## src/rtl/nsm_pkg.sv

```systemverilog
package nsm_pkg;
  localparam int COL_W       = 13;
  localparam int ADDR_W      = 13;
  localparam int LEN_W       = 13;
  localparam int HW_W        = 8;
  localparam int SB_W        = HW_W + 1;
  localparam int NBUF        = 8;
  localparam int IDX_W       = $clog2(NBUF);
  localparam int SECT        = 512;
  localparam int BUF_STRIDE  = 64;
  localparam int SPARE_BASE  = 4096;

  typedef logic [COL_W-1:0]  col_t;
  typedef logic [ADDR_W-1:0] addr_t;
  typedef logic [LEN_W-1:0]  len_t;
endpackage

```

## src/rtl/nsm_geom.sv

```systemverilog
// Derives page length, per-buffer spare bytes and last buffer index from config.
module nsm_geom
  import nsm_pkg::*;
(
  input  logic [1:0]      page_sel,
  input  logic [HW_W-1:0] spare_hw,
  output col_t            page_len,
  output logic [SB_W-1:0] buf_bytes,
  output logic [IDX_W-1:0] last_idx
);
  localparam logic [SB_W-1:0] EVEN_MASK = {{(SB_W-1){1'b1}}, 1'b0};

  logic [1:0]      sect_sh;
  logic [SB_W-1:0] spare_bytes;

  always_comb begin
    case (page_sel)
      2'd0: begin
        page_len = COL_W'(SECT);
        sect_sh  = 2'd0;
        last_idx = IDX_W'(0);
      end
      2'd1: begin
        page_len = COL_W'(4 * SECT);
        sect_sh  = 2'd2;
        last_idx = IDX_W'(3);
      end
      default: begin
        page_len = COL_W'(8 * SECT);
        sect_sh  = 2'd3;
        last_idx = IDX_W'(NBUF - 1);
      end
    endcase
    spare_bytes = {spare_hw, 1'b0};
    // share per section, forced even
    buf_bytes   = (spare_bytes >> sect_sh) & EVEN_MASK;
  end
endmodule

```

## src/rtl/nsm_xlate.sv

```systemverilog
// Combinational column-to-buffer-address translation.
module nsm_xlate
  import nsm_pkg::*;
(
  input  col_t             col,
  input  logic             spare_only,
  input  col_t             page_len,
  input  logic [SB_W-1:0]  buf_bytes,
  input  logic [IDX_W-1:0] last_idx,
  output addr_t            addr,
  output logic             is_spare,
  output logic             buf_head
);
  col_t             soff;
  col_t             base_off;
  col_t             inoff;
  logic [IDX_W-1:0] idx;

  always_comb begin
    is_spare = spare_only || (col >= page_len);
    soff     = spare_only ? col : (col - page_len);
    idx      = '0;
    base_off = '0;
    // thresholds rise monotonically, the highest one passed wins,
    // capped at the last buffer in use
    for (int k = 1; k < NBUF; k++) begin
      if ((IDX_W'(k) <= last_idx) &&
          (soff >= COL_W'(k) * COL_W'(buf_bytes))) begin
        idx      = IDX_W'(k);
        base_off = COL_W'(k) * COL_W'(buf_bytes);
      end
    end
    inoff = soff - base_off;
    if (is_spare)
      addr = ADDR_W'(SPARE_BASE) + ADDR_W'(idx) * ADDR_W'(BUF_STRIDE)
             + ADDR_W'(inoff);
    else
      addr = ADDR_W'(col);
    buf_head = is_spare && (inoff == '0);
  end
endmodule

```

## src/rtl/nsm_burst.sv

```systemverilog
// Burst sequencer: one column per cycle, registered beat outputs.
module nsm_burst
  import nsm_pkg::*;
(
  input  logic  clk,
  input  logic  rst_n,
  input  logic  start,
  input  col_t  start_col,
  input  len_t  start_len,
  output col_t  cur_col,
  input  addr_t x_addr,
  input  logic  x_head,
  output logic  beat_valid,
  output addr_t beat_addr,
  output logic  beat_first,
  output logic  beat_done,
  output logic  busy
);
  logic  active_q, active_d;
  col_t  col_q, col_d;
  len_t  rem_q, rem_d;
  logic  first_q, first_d;
  logic  valid_q, valid_d;
  addr_t addr_q, addr_d;
  logic  segf_q, segf_d;
  logic  done_q, done_d;
  logic  load_en, step_en, ctl_en;

  assign load_en = !active_q && start && (start_len != '0);
  assign step_en = active_q;
  assign ctl_en  = load_en || step_en;

  always_comb begin
    active_d = active_q;
    col_d    = col_q;
    rem_d    = rem_q;
    first_d  = first_q;
    addr_d   = addr_q;
    valid_d  = 1'b0;
    segf_d   = 1'b0;
    done_d   = 1'b0;
    if (step_en) begin
      valid_d = 1'b1;
      addr_d  = x_addr;
      segf_d  = first_q || x_head;
      done_d  = (rem_q == LEN_W'(1));
      col_d   = col_q + COL_W'(1);
      rem_d   = rem_q - LEN_W'(1);
      first_d = 1'b0;
      if (rem_q == LEN_W'(1)) active_d = 1'b0;
    end else if (load_en) begin
      active_d = 1'b1;
      col_d    = start_col;
      rem_d    = start_len;
      first_d  = 1'b1;
    end
  end

  always_ff @(posedge clk or negedge rst_n) begin
    if (!rst_n) begin
      active_q <= 1'b0;
      col_q    <= '0;
      rem_q    <= '0;
      first_q  <= 1'b0;
    end else if (ctl_en) begin
      active_q <= active_d;
      col_q    <= col_d;
      rem_q    <= rem_d;
      first_q  <= first_d;
    end
  end

  always_ff @(posedge clk or negedge rst_n) begin
    if (!rst_n) begin
      valid_q <= 1'b0;
      segf_q  <= 1'b0;
      done_q  <= 1'b0;
    end else begin
      valid_q <= valid_d;
      segf_q  <= segf_d;
      done_q  <= done_d;
    end
  end

  always_ff @(posedge clk or negedge rst_n) begin
    if (!rst_n)       addr_q <= '0;
    else if (step_en) addr_q <= addr_d;
  end

  assign cur_col    = col_q;
  assign beat_valid = valid_q;
  assign beat_addr  = addr_q;
  assign beat_first = segf_q;
  assign beat_done  = done_q;
  assign busy       = active_q;

  p_col_step_r8: assert property (@(posedge clk) disable iff (!rst_n)
    (active_q && $past(active_q)) |-> (col_q == $past(col_q) + COL_W'(1)));

  p_busy_ignores_start_r11: assert property (@(posedge clk) disable iff (!rst_n)
    (active_q && start) |=> (rem_q == $past(rem_q) - LEN_W'(1)));

  p_done_with_beat_r8: assert property (@(posedge clk) disable iff (!rst_n)
    done_q |-> valid_q);

  p_first_beat_marked_r10: assert property (@(posedge clk) disable iff (!rst_n)
    $rose(valid_q) |-> segf_q);
endmodule

```

## src/rtl/nsm_spare_mapper.sv

```systemverilog
module nsm_spare_mapper
  import nsm_pkg::*;
(
  input  logic              clk,
  input  logic              rst_n,
  input  logic [1:0]        cfg_page_sel,
  input  logic [HW_W-1:0]   cfg_spare_hw,
  input  logic              cfg_spare_only,
  input  logic              lk_req,
  input  logic [COL_W-1:0]  lk_col,
  output logic              lk_ack,
  output logic [ADDR_W-1:0] lk_addr,
  output logic              lk_spare,
  input  logic              bs_start,
  input  logic [COL_W-1:0]  bs_col,
  input  logic [LEN_W-1:0]  bs_len,
  output logic              bs_valid,
  output logic [ADDR_W-1:0] bs_addr,
  output logic              bs_seg_first,
  output logic              bs_done,
  output logic              bs_busy
);
  col_t             page_len;
  logic [SB_W-1:0]  buf_bytes;
  logic [IDX_W-1:0] last_idx;

  nsm_geom u_geom (
    .page_sel  (cfg_page_sel),
    .spare_hw  (cfg_spare_hw),
    .page_len  (page_len),
    .buf_bytes (buf_bytes),
    .last_idx  (last_idx)
  );

  // Lookup path
  addr_t lk_x_addr;
  logic  lk_x_spare;
  logic  lk_x_head;

  nsm_xlate u_xlate_lk (
    .col        (lk_col),
    .spare_only (cfg_spare_only),
    .page_len   (page_len),
    .buf_bytes  (buf_bytes),
    .last_idx   (last_idx),
    .addr       (lk_x_addr),
    .is_spare   (lk_x_spare),
    .buf_head   (lk_x_head)
  );

  logic  lk_ack_q;
  addr_t lk_addr_q, lk_addr_d;
  logic  lk_spare_q, lk_spare_d;

  always_comb begin
    lk_addr_d  = lk_x_addr;
    lk_spare_d = lk_x_spare;
  end

  always_ff @(posedge clk or negedge rst_n) begin
    if (!rst_n) lk_ack_q <= 1'b0;
    else        lk_ack_q <= lk_req;
  end

  always_ff @(posedge clk or negedge rst_n) begin
    if (!rst_n) begin
      lk_addr_q  <= '0;
      lk_spare_q <= 1'b0;
    end else if (lk_req) begin
      lk_addr_q  <= lk_addr_d;
      lk_spare_q <= lk_spare_d;
    end
  end

  assign lk_ack   = lk_ack_q;
  assign lk_addr  = lk_addr_q;
  assign lk_spare = lk_spare_q;

  // Burst path
  col_t  bs_cur_col;
  addr_t bs_x_addr;
  logic  bs_x_spare;
  logic  bs_x_head;

  nsm_xlate u_xlate_bs (
    .col        (bs_cur_col),
    .spare_only (cfg_spare_only),
    .page_len   (page_len),
    .buf_bytes  (buf_bytes),
    .last_idx   (last_idx),
    .addr       (bs_x_addr),
    .is_spare   (bs_x_spare),
    .buf_head   (bs_x_head)
  );

  nsm_burst u_burst (
    .clk        (clk),
    .rst_n      (rst_n),
    .start      (bs_start),
    .start_col  (bs_col),
    .start_len  (bs_len),
    .cur_col    (bs_cur_col),
    .x_addr     (bs_x_addr),
    .x_head     (bs_x_head && bs_x_spare),
    .beat_valid (bs_valid),
    .beat_addr  (bs_addr),
    .beat_first (bs_seg_first),
    .beat_done  (bs_done),
    .busy       (bs_busy)
  );

  p_lk_ack_r7: assert property (@(posedge clk) disable iff (!rst_n)
    lk_req |=> lk_ack);

  p_lk_quiet_r7: assert property (@(posedge clk) disable iff (!rst_n)
    !lk_req |=> !lk_ack);

  p_spare_window_r3: assert property (@(posedge clk) disable iff (!rst_n)
    (lk_ack && lk_spare) |->
      ((lk_addr >= ADDR_W'(SPARE_BASE)) &&
       (lk_addr <  ADDR_W'(SPARE_BASE + NBUF * BUF_STRIDE))));

  p_main_window_r1: assert property (@(posedge clk) disable iff (!rst_n)
    (lk_ack && !lk_spare) |-> (lk_addr < ADDR_W'(SPARE_BASE)));
endmodule

```

## config.mk

```make
export PLATFORM = sky130hd
export DESIGN_NAME = nsm_spare_mapper
export DESIGN_NICKNAME = d
export VERILOG_FILES = /design/src/rtl/nsm_pkg.sv /design/src/rtl/nsm_geom.sv /design/src/rtl/nsm_xlate.sv /design/src/rtl/nsm_burst.sv /design/src/rtl/nsm_spare_mapper.sv
export SDC_FILE = /design/constraint.sdc
export NUM_CORES = 1
export LEC_CHECK = 0
export CAP_MARGIN = 10
export CORE_MARGIN = 2
export CORE_UTILIZATION = 27
export DETAILED_ROUTE_END_ITERATION = 10
export GPL_ROUTABILITY_DRIVEN = 0
export PLACE_DENSITY = 0.52
export SYNTH_ARGS = -nofsm -noshare
export SYNTH_HDL_FRONTEND = slang
export SYNTH_SLANG_ARGS = --single-unit
export TNS_END_PERCENT = 100
```

## constraint.sdc

```tcl
create_clock -name clk -period 8.6 [get_ports clk]
set_clock_uncertainty 0.2 [all_clocks]
set_input_delay 1.72 -clock clk [delete_from_list [all_inputs] [get_ports clk]]
set_output_delay 1.72 -clock clk [all_outputs]
set_load 0.05 [all_outputs]
```

Word level (Yosys, flattened, before mapping) --
Index checks and enable logic that the tools add are counted.
Storage, ports and cells: register bits 59, input bits 54, output and inout port bits 32, word-level logic and storage cells 126
Operators by class: reduce and logical (&&, ||, !) cells 28, multiplexer cells 47, equality and inequality tests 2, $add $sub $neg 10, $lt $le $gt $ge 23, multiply operators 4, shift operators 1
Operators by type and width (count):
- $mux 13 | 8
- $ge 13x12->1 | 6
- $mux 12 | 6
- $ge 13x11->1 | 4
- $mux 11 | 4
- $add 13x13->13 | 2
- $add 13x9->13 const A | 2
- $ge 13x10->1 | 2
- $ge 13x13->1 | 2
- $ge 13x9->1 | 2
- $pmux 13 s2 | 1
- $sub 13x12->13 | 2
- $sub 13x13->13 | 2
- $mux 3 | 8
- $mul 3x8->11 const A | 2
- $mul 2x8->10 const A | 2
- $mux 10 | 2
- $logic_and 1x1->1 | 18
- $mux 9 | 2
- $add 13x1->13 const B | 1
- $eq 13x1->1 const B | 1
- $logic_not 13->1 | 1
- $reduce_bool 13->1 | 1
- $sub 13x1->13 const B | 1
- other kinds (14) | 33

Depth between registers and ports, before layout --
word-level depth 19, mapped depth 40

By module --
Synthesis repeated with hierarchy kept, for this count alone.
Second synthesis, totals: cells, all modules 1749, area total of the unflattened synthesis 13770.7 um^2
Modules (own cells, without submodules):
- nsm_xlate at u_xlate_lk | seq. area each 0.0 um^2, area each 5400.2 um^2, cells each 742, instances 1
- nsm_xlate at u_xlate_bs | seq. area each 0.0 um^2, area each 5293.8 um^2, cells each 725, instances 1
- nsm_burst | seq. area each 1101.1 um^2, area each 2247.2 um^2, cells each 212, instances 1
- nsm_spare_mapper | seq. area each 375.4 um^2, area each 550.5 um^2, cells each 31, instances 1
- nsm_geom | seq. area each 0.0 um^2, area each 279.0 um^2, cells each 39, instances 1

Least setup slack after synthesis --
No wires, ideal clock.
path type input -> register, start point input cfg_page_sel[1], end point register lk_addr_q[12], in the netlist lk_addr[12], buffers on the path 4, slack -0.563 ns, data arrival time 8.836 ns, stages 39, data required time 8.274 ns, path through buf_2 > inv_2 > buf_1 > mux2_2 > clkbuf_1 > ha_1 > inv_1 > xnor2_1 > ha_1 > fa_1 > a21o_1 > a21oi_1 > nor2b_1 > o21a_1 > nor2_1 > xnor2_1 > inv_1 > ha_1 > [... 3 more ...] > a21oi_1 > clkbuf_1 > nor2_1 > a31oi_1 > nand2_1 > ha_1 > ha_1 > a21o_1 > a21oi_1 > o21ai_0 > a21oi_1 > o21ai_0 > a21oi_1 > o21ai_0 > a21oi_1 > o21ai_0 > mux2i_1 > a311o_1
On the way: cells in the longest elaborated chain, start to end 16, elaborated cells between the ends (all ways) 53, those cells by class add/sub: 4; mul: 4; order compare: 15; eq/ne: 1; shift: 1; mux: 19; reduce/logical: 9
Ends and longest elaborated chain:
- start, declared | RTL line nsm_spare_mapper.sv:6 | input logic [1:0] cfg_page_sel,
- parallel branches: the longest is 15 deep, another holds $ge 13x11->1
- $mux 13 (*) | RTL line nsm_xlate.sv:34 | if (is_spare)
- end signal, assigned | RTL line nsm_spare_mapper.sv:70 | lk_addr_q <= lk_addr_d;
- end, declared | RTL line nsm_spare_mapper.sv:52 | addr_t lk_addr_q, lk_addr_d;
Every way passes the cells marked *. A chain may end at the register's enable or synchronous reset.

Worst setup path after layout --
start point input cfg_page_sel[0], end point register u_burst.addr_q[12], in the netlist u_burst.beat_addr[12]
On the way: cells in the longest elaborated chain, start to end 16, elaborated cells between the ends (all ways) 53, those cells by class add/sub: 4; mul: 4; order compare: 15; eq/ne: 1; shift: 1; mux: 19; reduce/logical: 9
Ends and longest elaborated chain:
- parallel branches: the longest is 15 deep, another holds $ge 13x11->1
- $mux 13 (*) | RTL line nsm_xlate.sv:34
- end signal, assigned | RTL line nsm_burst.sv:87 | else if (step_en) addr_q <= addr_d;
- end, declared | RTL line nsm_burst.sv:24 | addr_t addr_q, addr_d;
Marked as above.

==> results.toml <==
[outcome]
status = "finished clean"

[worst_setup_path]
cp_max_fo = 6
cpMaxStageDelayCell = "or3_4"
r2r_cells = 27
end_kind = "flop"
critPathArrivalTime_ps = 8470
worstSetupPathType = "input pin to flop"
cp.required_ps = 8650
slowest_delay_ps = 410
start_kind = "input pin"
reg2reg_to = "u_burst.beat_addr[12]$_DFFE_PN0P_"
crit_path_frequent_cell = "ha_1"
rr_startpoint = "u_burst.cur_col[9]$_DFFE_PN0P_"
r2r_slack_ps = 2140

[floorplanning]
start_util = 0.272
rows = 69
die_h_um = 193
ios = 86
die_w_um = 193
die_area_um2 = 37100
coreArea_um2 = 35300

[job]
drv_cap = 0

[placed_design]
place_area_um2 = 12700
pre_cts_slack_ps = -1070
port_buffers = 85
hpwl_mm = 30.6

[grt]
grt_pass1_vias = 10700
gr-usage-all-layers = 0.210
grt_overflow = 0
grt_start_max_net_pins = 60
grt_pass1_wl_mm = 60.1
grt_antenna_before_repair = 0

[sta]
setup_viol = 0
fmax_mhz = 119
min_period_over_period = 0.980
fin_crit_ps = 8420
tightest_slew_ps = 809
hold_viol = 0
drv_slew = 0
max_slew_margin = 0.445
finalWorstSetupSlack_ps = 176
fin_tns_setup_ps = 0

[synth]
synthesis.nets = 1446
synthArstFlopShare = 1.00
avgSynthCellArea_um2 = 7.70
syn_area_um2 = 9610
yosys_register_bits = 59
yosysWarningCount = 0
synthDistinctLibCells = 87
synthCells = 1248
synth-edff-count = 0
synth.yosys.seq_area_share = 0.154
synthFlopType = "dfrtp_1"

[pwr]
seq_power_share = 0.122
power.density_nw_per_um2 = 333
power_frac_comb = 0.786
p_clk_frac = 0.092
p_leak_nw = 6.33
intPower_mw = 2.42
vdd_drop_max_v = 0.000307
total_power_mw = 4.62
swShare = 0.476
switchingPower_mw = 2.20

[cells_and_area]
postLayoutCellArea_um2 = 13900
antenna_cells = 0
area_delta_synth_final_pct = 44.6
drive_above_1_share = 0.287
final_nets = 1770
fill_cells = 3600
fin_util = 0.393

[drt]
first_pass_iters = 5
first_iter_violations = 852
wl_per_cell_um = 19.2
drc_errors = 0
totalWireLength_mm = 39.2
antenna_left = 0
viasPerCell = 5.33
num_vias = 10900

[clocking]
cts_buffer_depth = 2
worstSkewPairLatency_ps = 350
htreeDepth = 3
cts.sinks = 59
cts_buffers = 9
path_clk_slew_ps = 60
cts_hold_buf = 0
cts_tree = "done"
root_buffer = "clkbuf_16"

[hold_path]
whs_endpoint = "u_burst.beat_first$_DFF_PN0_"
hp-start = "u_burst.first_q$_DFFE_PN0P_"
hold_path_depth = 1
hold_path.class = "flop to flop"
[layout by cell type (no fill, tap or decap), types with 15 or more instances in the layout]
| cell | n |
|---|---|
| o211ai_1 | 16 |
| ha_1 | 128 |
| inv_1 | 71 |
| nand2b_1 | 23 |
| buf_4 | 286 |
| a31oi_1 | 20 |
| a21oi_1 | 78 |
| nor2_1 | 126 |
| nand2_1 | 91 |
| nor3_1 | 23 |
| mux2i_1 | 24 |
| dfrtp_1 | 59 |
| o21a_1 | 19 |
| a21oi_2 | 15 |
| o21ai_0 | 47 |
| nor2b_1 | 15 |
| xor2_1 | 15 |
| clkdlybuf4s50_1 | 75 |
| xnor2_1 | 32 |
| a21o_1 | 33 |
[Yosys cell counts, types with 16 or more instances]
master / number / area, um^2
xnor2_1: 41 / 359
nand2b_1: 25 / 156
ha_1: 136 / 1700
nor2b_1: 17 / 106
nor2_1: 132 / 495
nand2_1: 93 / 349
xor2_1: 17 / 149
a31oi_1: 23 / 144
o21ai_0: 63 / 315
nor3_1: 28 / 140
dfrtp_1: 59 / 1480
o21a_1: 19 / 143
mux2i_1: 24 / 240
clkbuf_1: 49 / 184
o211ai_1: 16 / 120
a21o_1: 33 / 248
inv_1: 73 / 274
a21oi_1: 93 / 465
[per-layer routing]
metal,vias to the layer above,global-route usage,part of all wire
li1,5235,-,-
met1,5175,0.269,0.44
met2,356,0.345,0.46
met3,94,0.0347,0.056
met4,0,0.0963,0.049
met5,-,0,0
[per-stage QoR]
| step | hold WS (ps) | cells |
|---|---|---|
| after global placement | 276 | 1981 |
| after global routing | 330 | 2038 |
| after CTS | 308 | 2020 |
| after detailed placement | 293 | 1981 |
| final | 306 | 2038 |
| after floorplan | 265 | 1248 |
[cells by family after synthesis]
kind of cell	synth area share
xor+xnor	0.0552
fa+ha+maj	0.209
flops	0.154
simple gates	0.194
buf+inv	0.0613
mux	0.0383
compound gates	0.289
[final cells by class]
| class | instances | area (um^2) | share of cell area |
|---|---|---|---|
| inverter | 81 | 307 | 0.0221 |
| tap | 461 | 577 | 0.0415 |
| clock inverter | 6 | 111 | 0.00802 |
| clock buffer | 10 | 229 | 0.0165 |
| multi-input combinational | 1041 | 8090 | 0.583 |
| timing repair buffer | 380 | 3100 | 0.223 |
| sequential | 59 | 1480 | 0.106 |
[worst max-delay path by stage]
stage | from | endpoint | slack [ps]
after floorplan | cfg_page_sel[0] | lk_addr[12]$_DFFE_PN0P_ | 10
after global placement | cfg_page_sel[0] | lk_addr[11]$_DFFE_PN0P_ | -920
final | cfg_page_sel[0] | u_burst.beat_addr[12]$_DFFE_PN0P_ | 180
after global routing | cfg_page_sel[0] | u_burst.beat_addr[12]$_DFFE_PN0P_ | -80
after CTS | cfg_spare_hw[1] | lk_addr[12]$_DFFE_PN0P_ | -2
after detailed placement | cfg_page_sel[0] | lk_addr[11]$_DFFE_PN0P_ | -1070
[registers in the layout, indices dropped and copies added (netlist names)]
signal and count:
lk_addr 13, u_burst.beat_addr 13, u_burst.cur_col 13, u_burst.rem_q 13
lk_ack 1, lk_spare 1, u_burst.beat_done 1, u_burst.beat_first 1
u_burst.beat_valid 1, u_burst.busy 1, u_burst.first_q 1
[repair_timing]
item / 4_1_cts / 5_1_grt
gates cloned: 0 / 1
setup buffers: 23 / 17
pin swaps: 21 / 48
resized for setup: 46 / 94
endpoints found under the setup margin: 14 / 14
[power by group through the flow]
stage / registers [mW] / logic [mW] / clock network [mW]
floorplan: 0.702 / 1.82 / 0
global placement: 0.563 / 3.16 / 0
detailed placement: 0.561 / 3.20 / 0
CTS: 0.560 / 3.33 / 0.440
global route: 0.582 / 3.97 / 0.447
finish: 0.564 / 3.63 / 0.424
[critical path, delay by kind of cell]
family                     cells  cell delay, ps
adders and majority gates      5            1460
and+or+nand+nor                9            2020
buffers and inverters          6             710
xor gates and xnor gates       3             470
AOI/OAI and AO/OA             12            2050
Note: power is estimated with default switching activity, not from simulation.
